**src/rtl/rro_pkg.sv**
```systemverilog
package rro_pkg;
   typedef enum logic [2:0] {
      SQ_IDLE,
      SQ_CONV,
      SQ_LOAD,
      SQ_GAP,
      SQ_DRAIN
   } sq_state_e;

   typedef enum logic [1:0] {
      RD_IDLE,
      RD_LOAD,
      RD_READ
   } rd_phase_e;
endpackage

```
**src/rtl/rro_sync.sv**
```systemverilog
module rro_sync #(
   parameter int STAGES = 2
) (
   input  logic clk,
   input  logic rst_n,
   input  logic async_n,
   output logic fall
);
   logic [STAGES:0] sq;

   for (genvar i = 0; i <= STAGES; i++) begin : g_stage
      if (i == 0) begin : g_first
         always_ff @(posedge clk or negedge rst_n) begin
            if (!rst_n) sq[0] <= 1'b1;
            else        sq[0] <= async_n;
         end
      end else begin : g_next
         always_ff @(posedge clk or negedge rst_n) begin
            if (!rst_n) sq[i] <= 1'b1;
            else        sq[i] <= sq[i-1];
         end
      end
   end

   assign fall = sq[STAGES] & ~sq[STAGES-1];
endmodule

```
**src/rtl/rro_conv.sv**
```systemverilog
module rro_conv #(
   parameter int ADDR_W  = 10,
   parameter int TIMEOUT = 4096
) (
   input  logic              clk,
   input  logic              rst_n,
   input  logic              go,
   input  logic [ADDR_W-1:0] addr,
   input  logic              done_fall,
   output logic              row_start_n,
   output logic [ADDR_W-1:0] row_addr,
   output logic              busy,
   output logic              done,
   output logic              timeout
);
   logic to_hit;

   if (TIMEOUT > 0) begin : g_timer
      localparam int TO_W = $clog2(TIMEOUT + 1);
      logic [TO_W-1:0] cnt;
      always_ff @(posedge clk or negedge rst_n) begin
         if (!rst_n)           cnt <= '0;
         else if (go && !busy) cnt <= '0;
         else if (busy)        cnt <= cnt + TO_W'(1);
      end
      assign to_hit = busy && (cnt == TO_W'(TIMEOUT - 1));
   end else begin : g_no_timer
      assign to_hit = 1'b0;
   end

   assign done    = busy & done_fall;
   assign timeout = busy & ~done_fall & to_hit;

   always_ff @(posedge clk or negedge rst_n) begin
      if (!rst_n) begin
         busy        <= 1'b0;
         row_start_n <= 1'b1;
         row_addr    <= '0;
      end else begin
         row_start_n <= 1'b1;
         if (go && !busy) begin
            busy        <= 1'b1;
            row_addr    <= addr;
            row_start_n <= 1'b0;
         end else if (done || timeout) begin
            busy <= 1'b0;
         end
      end
   end
endmodule

```
**src/rtl/rro_read.sv**
```systemverilog
module rro_read import rro_pkg::*; #(
   parameter int ADDR_W      = 10,
   parameter int READ_CYCLES = 1280
) (
   input  logic              clk,
   input  logic              rst_n,
   input  logic              go,
   input  logic [ADDR_W-1:0] row_in,
   output logic              ld_shift_n,
   output logic              read_en_n,
   output logic              row_valid,
   output logic [ADDR_W-1:0] rd_row,
   output logic              busy,
   output logic              gap_ok
);
   localparam int CNT_W = $clog2(READ_CYCLES + 1);

   rd_phase_e        phase;
   logic [CNT_W-1:0] cnt;

   assign busy   = (phase != RD_IDLE);
   assign gap_ok = (phase == RD_IDLE) || ((phase == RD_READ) && (cnt != '0));

   always_ff @(posedge clk or negedge rst_n) begin
      if (!rst_n) begin
         phase      <= RD_IDLE;
         cnt        <= '0;
         ld_shift_n <= 1'b1;
         read_en_n  <= 1'b1;
         row_valid  <= 1'b0;
         rd_row     <= '0;
      end else begin
         case (phase)
            RD_IDLE: if (go) begin
               phase      <= RD_LOAD;
               ld_shift_n <= 1'b0;
               rd_row     <= row_in;
            end
            RD_LOAD: begin
               phase      <= RD_READ;
               ld_shift_n <= 1'b1;
               read_en_n  <= 1'b0;
               row_valid  <= 1'b1;
               cnt        <= '0;
            end
            RD_READ: begin
               if (cnt == CNT_W'(READ_CYCLES - 1)) begin
                  phase     <= RD_IDLE;
                  read_en_n <= 1'b1;
                  row_valid <= 1'b0;
               end else begin
                  cnt <= cnt + CNT_W'(1);
               end
            end
            default: phase <= RD_IDLE;
         endcase
      end
   end
endmodule

```
**src/rtl/row_readout_seq.sv**
```systemverilog
module row_readout_seq import rro_pkg::*; #(
   parameter int ADDR_W       = 10,
   parameter int READ_CYCLES  = 1280,
   parameter int DONE_TIMEOUT = 4096,
   parameter int SYNC_STAGES  = 2
) (
   input  logic              clk,
   input  logic              rst_n,
   input  logic              frame_start,
   input  logic              burst_mode,
   input  logic [ADDR_W-1:0] win_first,
   input  logic [ADDR_W-1:0] win_last,
   input  logic              row_done_n,
   output logic              row_start_n,
   output logic [ADDR_W-1:0] row_addr,
   output logic              ld_shift_n,
   output logic              read_en_n,
   output logic              row_valid,
   output logic [ADDR_W-1:0] rd_row,
   output logic              busy,
   output logic              timeout_err
);
   if (ADDR_W < 1) begin : g_bad_addr
      $error("ADDR_W must be at least 1");
   end
   if (READ_CYCLES < 1) begin : g_bad_read
      $error("READ_CYCLES must be at least 1");
   end
   if (SYNC_STAGES < 1) begin : g_bad_sync
      $error("SYNC_STAGES must be at least 1");
   end
   if (DONE_TIMEOUT < 0) begin : g_bad_to
      $error("DONE_TIMEOUT must not be negative");
   end

   sq_state_e         st;
   logic [ADDR_W-1:0] cur, last_q, conv_addr;
   logic              mode_q, at_last;
   logic              done_fall, conv_go, conv_busy, conv_done, conv_to;
   logic              rd_go, rd_busy, gap_ok;

   rro_sync #(.STAGES(SYNC_STAGES)) u_sync (
      .clk(clk), .rst_n(rst_n), .async_n(row_done_n), .fall(done_fall)
   );

   rro_conv #(.ADDR_W(ADDR_W), .TIMEOUT(DONE_TIMEOUT)) u_conv (
      .clk(clk), .rst_n(rst_n), .go(conv_go), .addr(conv_addr),
      .done_fall(done_fall), .row_start_n(row_start_n), .row_addr(row_addr),
      .busy(conv_busy), .done(conv_done), .timeout(conv_to)
   );

   rro_read #(.ADDR_W(ADDR_W), .READ_CYCLES(READ_CYCLES)) u_read (
      .clk(clk), .rst_n(rst_n), .go(rd_go), .row_in(cur),
      .ld_shift_n(ld_shift_n), .read_en_n(read_en_n), .row_valid(row_valid),
      .rd_row(rd_row), .busy(rd_busy), .gap_ok(gap_ok)
   );

   assign at_last = (cur >= last_q);
   assign busy    = (st != SQ_IDLE) || rd_busy || conv_busy;

   always_comb begin
      conv_go   = 1'b0;
      conv_addr = cur;
      rd_go     = 1'b0;
      case (st)
         SQ_IDLE: begin
            conv_go   = frame_start && !rd_busy;
            conv_addr = win_first;
         end
         SQ_LOAD:  rd_go   = !rd_busy;
         SQ_GAP:   conv_go = gap_ok;
         SQ_DRAIN: begin
            conv_go   = !rd_busy && !at_last;
            conv_addr = cur + ADDR_W'(1);
         end
         default: ;
      endcase
   end

   always_ff @(posedge clk or negedge rst_n) begin
      if (!rst_n) begin
         st          <= SQ_IDLE;
         cur         <= '0;
         last_q      <= '0;
         mode_q      <= 1'b0;
         timeout_err <= 1'b0;
      end else begin
         case (st)
            SQ_IDLE: if (conv_go) begin
               cur         <= win_first;
               last_q      <= win_last;
               mode_q      <= burst_mode;
               timeout_err <= 1'b0;
               st          <= SQ_CONV;
            end
            SQ_CONV: begin
               if (conv_to) begin
                  timeout_err <= 1'b1;
                  st          <= SQ_IDLE;
               end else if (conv_done) begin
                  st <= SQ_LOAD;
               end
            end
            SQ_LOAD: if (rd_go) begin
               if (mode_q) begin
                  st <= SQ_DRAIN;
               end else if (at_last) begin
                  st <= SQ_IDLE;
               end else begin
                  cur <= cur + ADDR_W'(1);
                  st  <= SQ_GAP;
               end
            end
            SQ_GAP: if (conv_go) st <= SQ_CONV;
            SQ_DRAIN: if (!rd_busy) begin
               if (at_last) begin
                  st <= SQ_IDLE;
               end else begin
                  cur <= cur + ADDR_W'(1);
                  st  <= SQ_CONV;
               end
            end
            default: st <= SQ_IDLE;
         endcase
      end
   end
endmodule

```
**config.mk**
```make
export PLATFORM = sky130hd
export DESIGN_NAME = row_readout_seq
export DESIGN_NICKNAME = d
export VERILOG_FILES = /design/src/rtl/rro_pkg.sv /design/src/rtl/rro_sync.sv /design/src/rtl/rro_conv.sv /design/src/rtl/rro_read.sv /design/src/rtl/row_readout_seq.sv
export SDC_FILE = /design/constraint.sdc
export NUM_CORES = 1
export LEC_CHECK = 0
export ABC_AREA = 1
export BUFFER_PORTS_ARGS = -buffer_cell sky130_fd_sc_hd__buf_2
export CAP_MARGIN = 20
export CORE_UTILIZATION = 41
export CTS_CLUSTER_SIZE = 8
export DETAILED_ROUTE_END_ITERATION = 10
export GPL_TIMING_DRIVEN = 0
export PLACE_DENSITY = 0.64
export REMOVE_ABC_BUFFERS = 1
export SYNTH_ARGS = -nofsm -noshare
export SYNTH_HDL_FRONTEND = slang
export SYNTH_HIERARCHICAL = 1
export SYNTH_SLANG_ARGS = --single-unit
```
**constraint.sdc**
```tcl
create_clock -name clk -period 3.5 [get_ports clk]
set_input_delay 1.05 -clock clk [delete_from_list [all_inputs] [get_ports clk]]
set_output_delay 1.05 -clock clk [all_outputs]
set_load 0.03 [all_outputs]
```
# [Word-level counts from Yosys, hierarchy flattened]
# Index checks and enable logic that the tools add are counted.
[word_totals] reg_bits=79 in_bits=25 output_inout_bits=26 word_cells=116
[op_classes] addsub=3 n_lt_le_gt_ge=1 n_eq_ne=18 n_mux=37 n_bitwise=6 reduce_logical=33
[ops] operator="two-way mux 10 bit" n=5
[ops] operator="case mux 10 bit (3 select lines)" n=1
[ops] operator="two-way mux 13 bit" n=2
[ops] operator="case mux 11 bit (2 select lines)" n=1
[ops] operator="case mux 10 bit (2 select lines)" n=1
[ops] operator="two-way mux 3 bit" n=6
[ops] operator="adder 13 x 1 -> 13 bit, second input constant" n=1
[ops] operator="== test 13 x 12 -> 1 bit, second input constant" n=1
[ops] operator="inequality test 2 bit, second input constant" n=6
[ops] operator="case mux 3 bit (4 select lines)" n=1
[ops] operator="AND reduction 2 bit" n=6
[ops] operator="nonzero test 2 bit" n=6
[ops] operator="adder 11 x 1 -> 11 bit, second input constant" n=1
[ops] operator="== test 11 bit, second input constant" n=1
[ops] operator="two-way mux 11 bit" n=1
[ops] operator="nonzero test 11 bit" n=1
[ops] operator="adder 10 x 1 -> 10 bit, second input constant" n=1
[ops] operator=">= comparator 10 bit" n=1
[ops] operator="two-way mux 1 bit" n=10
[ops] operator="case mux 1 bit (2 select lines)" n=4
[ops] operator="== test 3 x 2 -> 1 bit, second input constant" n=2
[ops] operator="two-way mux 2 bit" n=3
[ops] operator="inequality test 2 x 1 -> 1 bit, second input constant" n=3
[ops] operator="case mux 2 bit (3 select lines)" n=1
[ops] operator="other kinds (18)" n=32

# [Longest topological paths before layout]
[depth] depth_word=8 mapped_depth=19 depth_no_buf=18

# [Modules after synthesis]
# Netlist, hierarchy kept.
[modules_own_cells] mod="row_readout_seq" instances=1 cells_per_inst=280 area_per_inst_um2=1881.8 seq_area_each_um2=625.6
[modules_own_cells] mod="rro_read" instances=1 cells_per_inst=171 area_per_inst_um2=1286.2 seq_area_each_um2=653.1
[modules_own_cells] mod="rro_conv" instances=1 cells_per_inst=146 area_per_inst_um2=1191.1 seq_area_each_um2=626.9
[modules_own_cells] mod="rro_sync" instances=1 cells_per_inst=5 area_per_inst_um2=88.8 seq_area_each_um2=78.8

# [Worst setup path before layout]
# No wires, ideal clock.
[synth_path] path_kind="flip-flop to output port" start="reg st[0]" end="out busy" arrival_ps=1374 required_time_ps=2450 slack_ps=1076 path_stages_with_launch=7 path_buffers=2 cell_sequence="dfrtp_1 > nor2_2 > inv_2 > nor2_1 > buf_2 > buf_2 > nand2_1"
[synth_via] elab_chain_cells=3
[synth_rtl] element="start, declared" line="row_readout_seq.sv:36" rtl="sq_state_e st;"
[synth_rtl] element="start signal, assigned" line="row_readout_seq.sv:82" rtl="st <= SQ_IDLE;"
[synth_rtl] element="start signal, assigned" line="row_readout_seq.sv:94" rtl="st <= SQ_CONV;"
[synth_rtl] element="start signal, assigned" line="row_readout_seq.sv:99" rtl="st <= SQ_IDLE;"
[synth_rtl] element="nonzero test 3 bit" line="row_readout_seq.sv:59" rtl="assign busy = (st != SQ_IDLE) || rd_busy || conv_busy;"
[synth_rtl] element="logical OR 1 bit (2 in series)" line="row_readout_seq.sv:59"
[synth_rtl] element="end, declared" line="row_readout_seq.sv:20" rtl="output logic busy,"
# No other way between the ends.

# [Worst setup path after layout]
# Same ends and word-level chain as after synthesis.

==> impl_metrics.json <==
{
  "status": "complete, no violations",
  "antenna_cells": 0,
  "synth_area_sq_um": 4450,
  "post-dp-hpwl_mm": 7.45,
  "wl_per_cell_microns": 12.8,
  "hold_path.class": "reg2reg",
  "finalSetupViolations": 0,
  "critPathMaxStageDelay_ns": 0.47,
  "rsz0062_at_grt": "no",
  "worst-path-max-fanout": 12,
  "synth_cell_types": 33,
  "mostFrequentLayoutCells": "230 x nand2_1, 73 x dfrtp_1, 69 x inv_1",
  "fmax_mhz": 322,
  "instances_no_fill": 790,
  "avgSynthCellArea_sq_um": 7.39,
  "port_buffers": 50,
  "cts_tree": "done",
  "cp-end-kind": "output pin",
  "mostFrequentLayoutCell": "nand2_1",
  "worstSetupPathType": "reg2out",
  "viasPerCell": 5.03,
  "crit_path_cell_trace": "nor2_2, inv_2, nor2_2, nand2_1, buf_2",
  "synth_seq_area_share_pct": 44.6,
  "clock_sink_count": 79,
  "slew_violations": 0,
  "tns_ns": 0,
  "stdcell_area_sq_um": 5030,
  "synth-main-ff-cell": "dfrtp_1",
  "grt_max_degree": 56,
  "initial_core_util_pct": 42.7,
  "nets": 688,
  "ant_nets": 0,
  "irDropWorstVdd_mv": 0.410,
  "boundaryPins": 51,
  "dp_cells": 774,
  "yosysWarnings": 6,
  "clkSlewWorstSetupHoldPaths_ns": 0.08,
  "grtUsageTotal_pct": 19.4,
  "setup_ws_ns": 0.394,
  "finalPower_mw": 4.44,
  "grt_overflow_total": 0,
  "rows": 37,
  "drt-total-wl_mm": 10.1,
  "worstMarginPinSlew_ns": 0.541,
  "syn2layout_area_growth_pct": 13.1,
  "fin_skew_ns": 0.00945,
  "power_density_nw_per_um2": 882,
  "placed_area_sq_um": 4810,
  "grt_pass1_wl_mm": 17.5,
  "coreArea_sq_um": 10400,
  "yosysTopAreaCell": "dfrtp_1",
  "first_pass_iters": 4,
  "antenna_found_initial": 0,
  "max_cap_violations": 0,
  "clk_latency_ns": 0.35,
  "p_leak_nw": 2.71,
  "yosys.area.top_type_share_pct": 41.1,
  "slowest_stage": "nor2_2",
  "postCtsHoldBufs": 0,
  "worstSetupStartpointType": "flop",
  "cp_common_cell": "nor2_2",
  "drt-initial-drc-count": 187,
  "die_h_microns": 106,
  "fillers": 1093,
  "slew_headroom_pct": 63.9,
  "cts-htree-levels": 3,
  "yosys-top-cells-area": "dfrtp_1 41%, nand2_1 19%, nand3_1 6.9%",
  "layout_min_cycle_time_ns": 3.11,
  "required_ns": 2.45,
  "pre_cts_ws_ns": 0.578,
  "cts.path.max_buffers": 2,
  "die_x_microns": 106,
  "route.detailed.drc": 0,
  "synthArstFlopShare_pct": 100,
  "ys_seq_elements": 79,
  "drive_gt1_share_pct": 15.3,
  "synth_edf_count": 0,
  "syn_inst": 602,
  "numCtsBuffers": 9,
  "worstPathArrival_ns": 2.06,
  "min_period_over_period_pct": 88.7,
  "gp_congestion": 0.882,
  "cts-root-buf": "clkbuf_8",
  "finalHoldViolCount": 0,
  "route.vias.total": 3973,
  "first_global_vias": 3796,
  "dieArea_sq_um": 11300
}
[power by group]
| group | total [mW] | internal, mW | switching, mW |
|---|---|---|---|
| registers | 1.55 | 1.24 | 0.316 |
| logic | 2.12 | 0.662 | 1.46 |
| clock network | 0.759 | 0.422 | 0.338 |
[critical path, delay by kind of cell (launching register included)]
kind                   cells  cell delay (ns)
buffers and inverters      2             0.33
DFF                        1             0.44
and+or+nand+nor            3             0.93
[metal layers]
layer  vias up  wire, microns  share of wire [%]  GRT usage, %
met4         0            207                2.1          7.84
met2        90           4860                 48          32.1
met5         -              0                  0             0
met1      1862           4620                 46          25.1
li1       2003              -                  -             -
met3        18            397                3.9          3.25
[final cells by class]
cell class,count,area [sq um],share of cell area (%)
tap,136,170,3.38
inverter,75,282,5.59
clock inverter,5,81.3,1.62
clock buffer,11,141,2.81
multi-input combinational,432,2090,41.4
sequential,79,1980,39.4
timing repair buffer,52,288,5.72
[synth_stat cells, types with 2 or more instances]
master and n:
nand2_1 230, dfrtp_1 73, inv_1 69, nand3_1 61, nor2_1 41, o21ai_0 19, ha_1 14, buf_2 10
nor3_1 9, o221ai_1 9, a21oi_1 7, nand4_1 7, dfstp_2 6, xor2_1 6, inv_2 5, nand2_2 4
nand3_2 4, nor2_2 4, nor2_4 4, buf_6 3, clkbuf_1 2, nand4_2 2, o21ai_1 2, or2_2 2
[sequential cells by signal (all words and copies together) (netlist names), 2 cells and up]
signal,flops
u_read/phase,2
u_sync/sq,3
u_read/rd_row,10
last_q,10
u_conv/g_timer.cnt,13
u_read/cnt,11
cur,10
u_conv/row_addr,10
st,3
[stage by stage]
step           hold slack [ns]  util, %
2_1_floorplan            0.345        -
3_3_place_gp             0.345     45.8
3_5_place_dp             0.349     46.2
4_1_cts                  0.361     48.3
5_1_grt                  0.368     48.3
6_report                 0.362     48.3
[worst paths after layout]
| check | depth (start not counted) | startpoint | slack (ns) | to |
|---|---|---|---|---|
| setup / recovery | 5 | st[0]$_DFFE_PN0P_ | 0.39 | busy |
| hold / removal | 0 | u_sync/sq[0]$_DFF_PN1_ | 0.36 | u_sync/sq[1]$_DFF_PN1_ |
| setup reg to reg | 13 | st[0]$_DFFE_PN0P_ | 0.63 | u_conv/g_timer.cnt[8]$_DFFE_PN0P_ |
| hold reg to reg | 0 | u_sync/sq[0]$_DFF_PN1_ | 0.36 | u_sync/sq[1]$_DFF_PN1_ |
| max in group asynchronous | 2 | rst_n | 2.27 | u_sync/sq[1]$_DFF_PN1_ |
| min in group asynchronous | 1 | rst_n | 0.60 | u_read/rd_row[7]$_DFFE_PN0P_ |
[cells by family (layout without fill, tap and decap cells)]
group	Yosys count	count (layout)	share of synthesized area (%)
buf+inv	91	143	8.55
xor+xnor	6	6	1.18
fa+ha+maj	14	14	3.94
flops	79	79	44.6
simple gates	369	369	35.8
compound gates	43	43	5.96
[repair_timing]
item	CTS	global route
resized for setup	0	1
setup buffers	0	0
hold endpoints to repair	0	0
endpoints found under the setup margin	0	1
No activity file was read; power rests on OpenSTA's default activity.
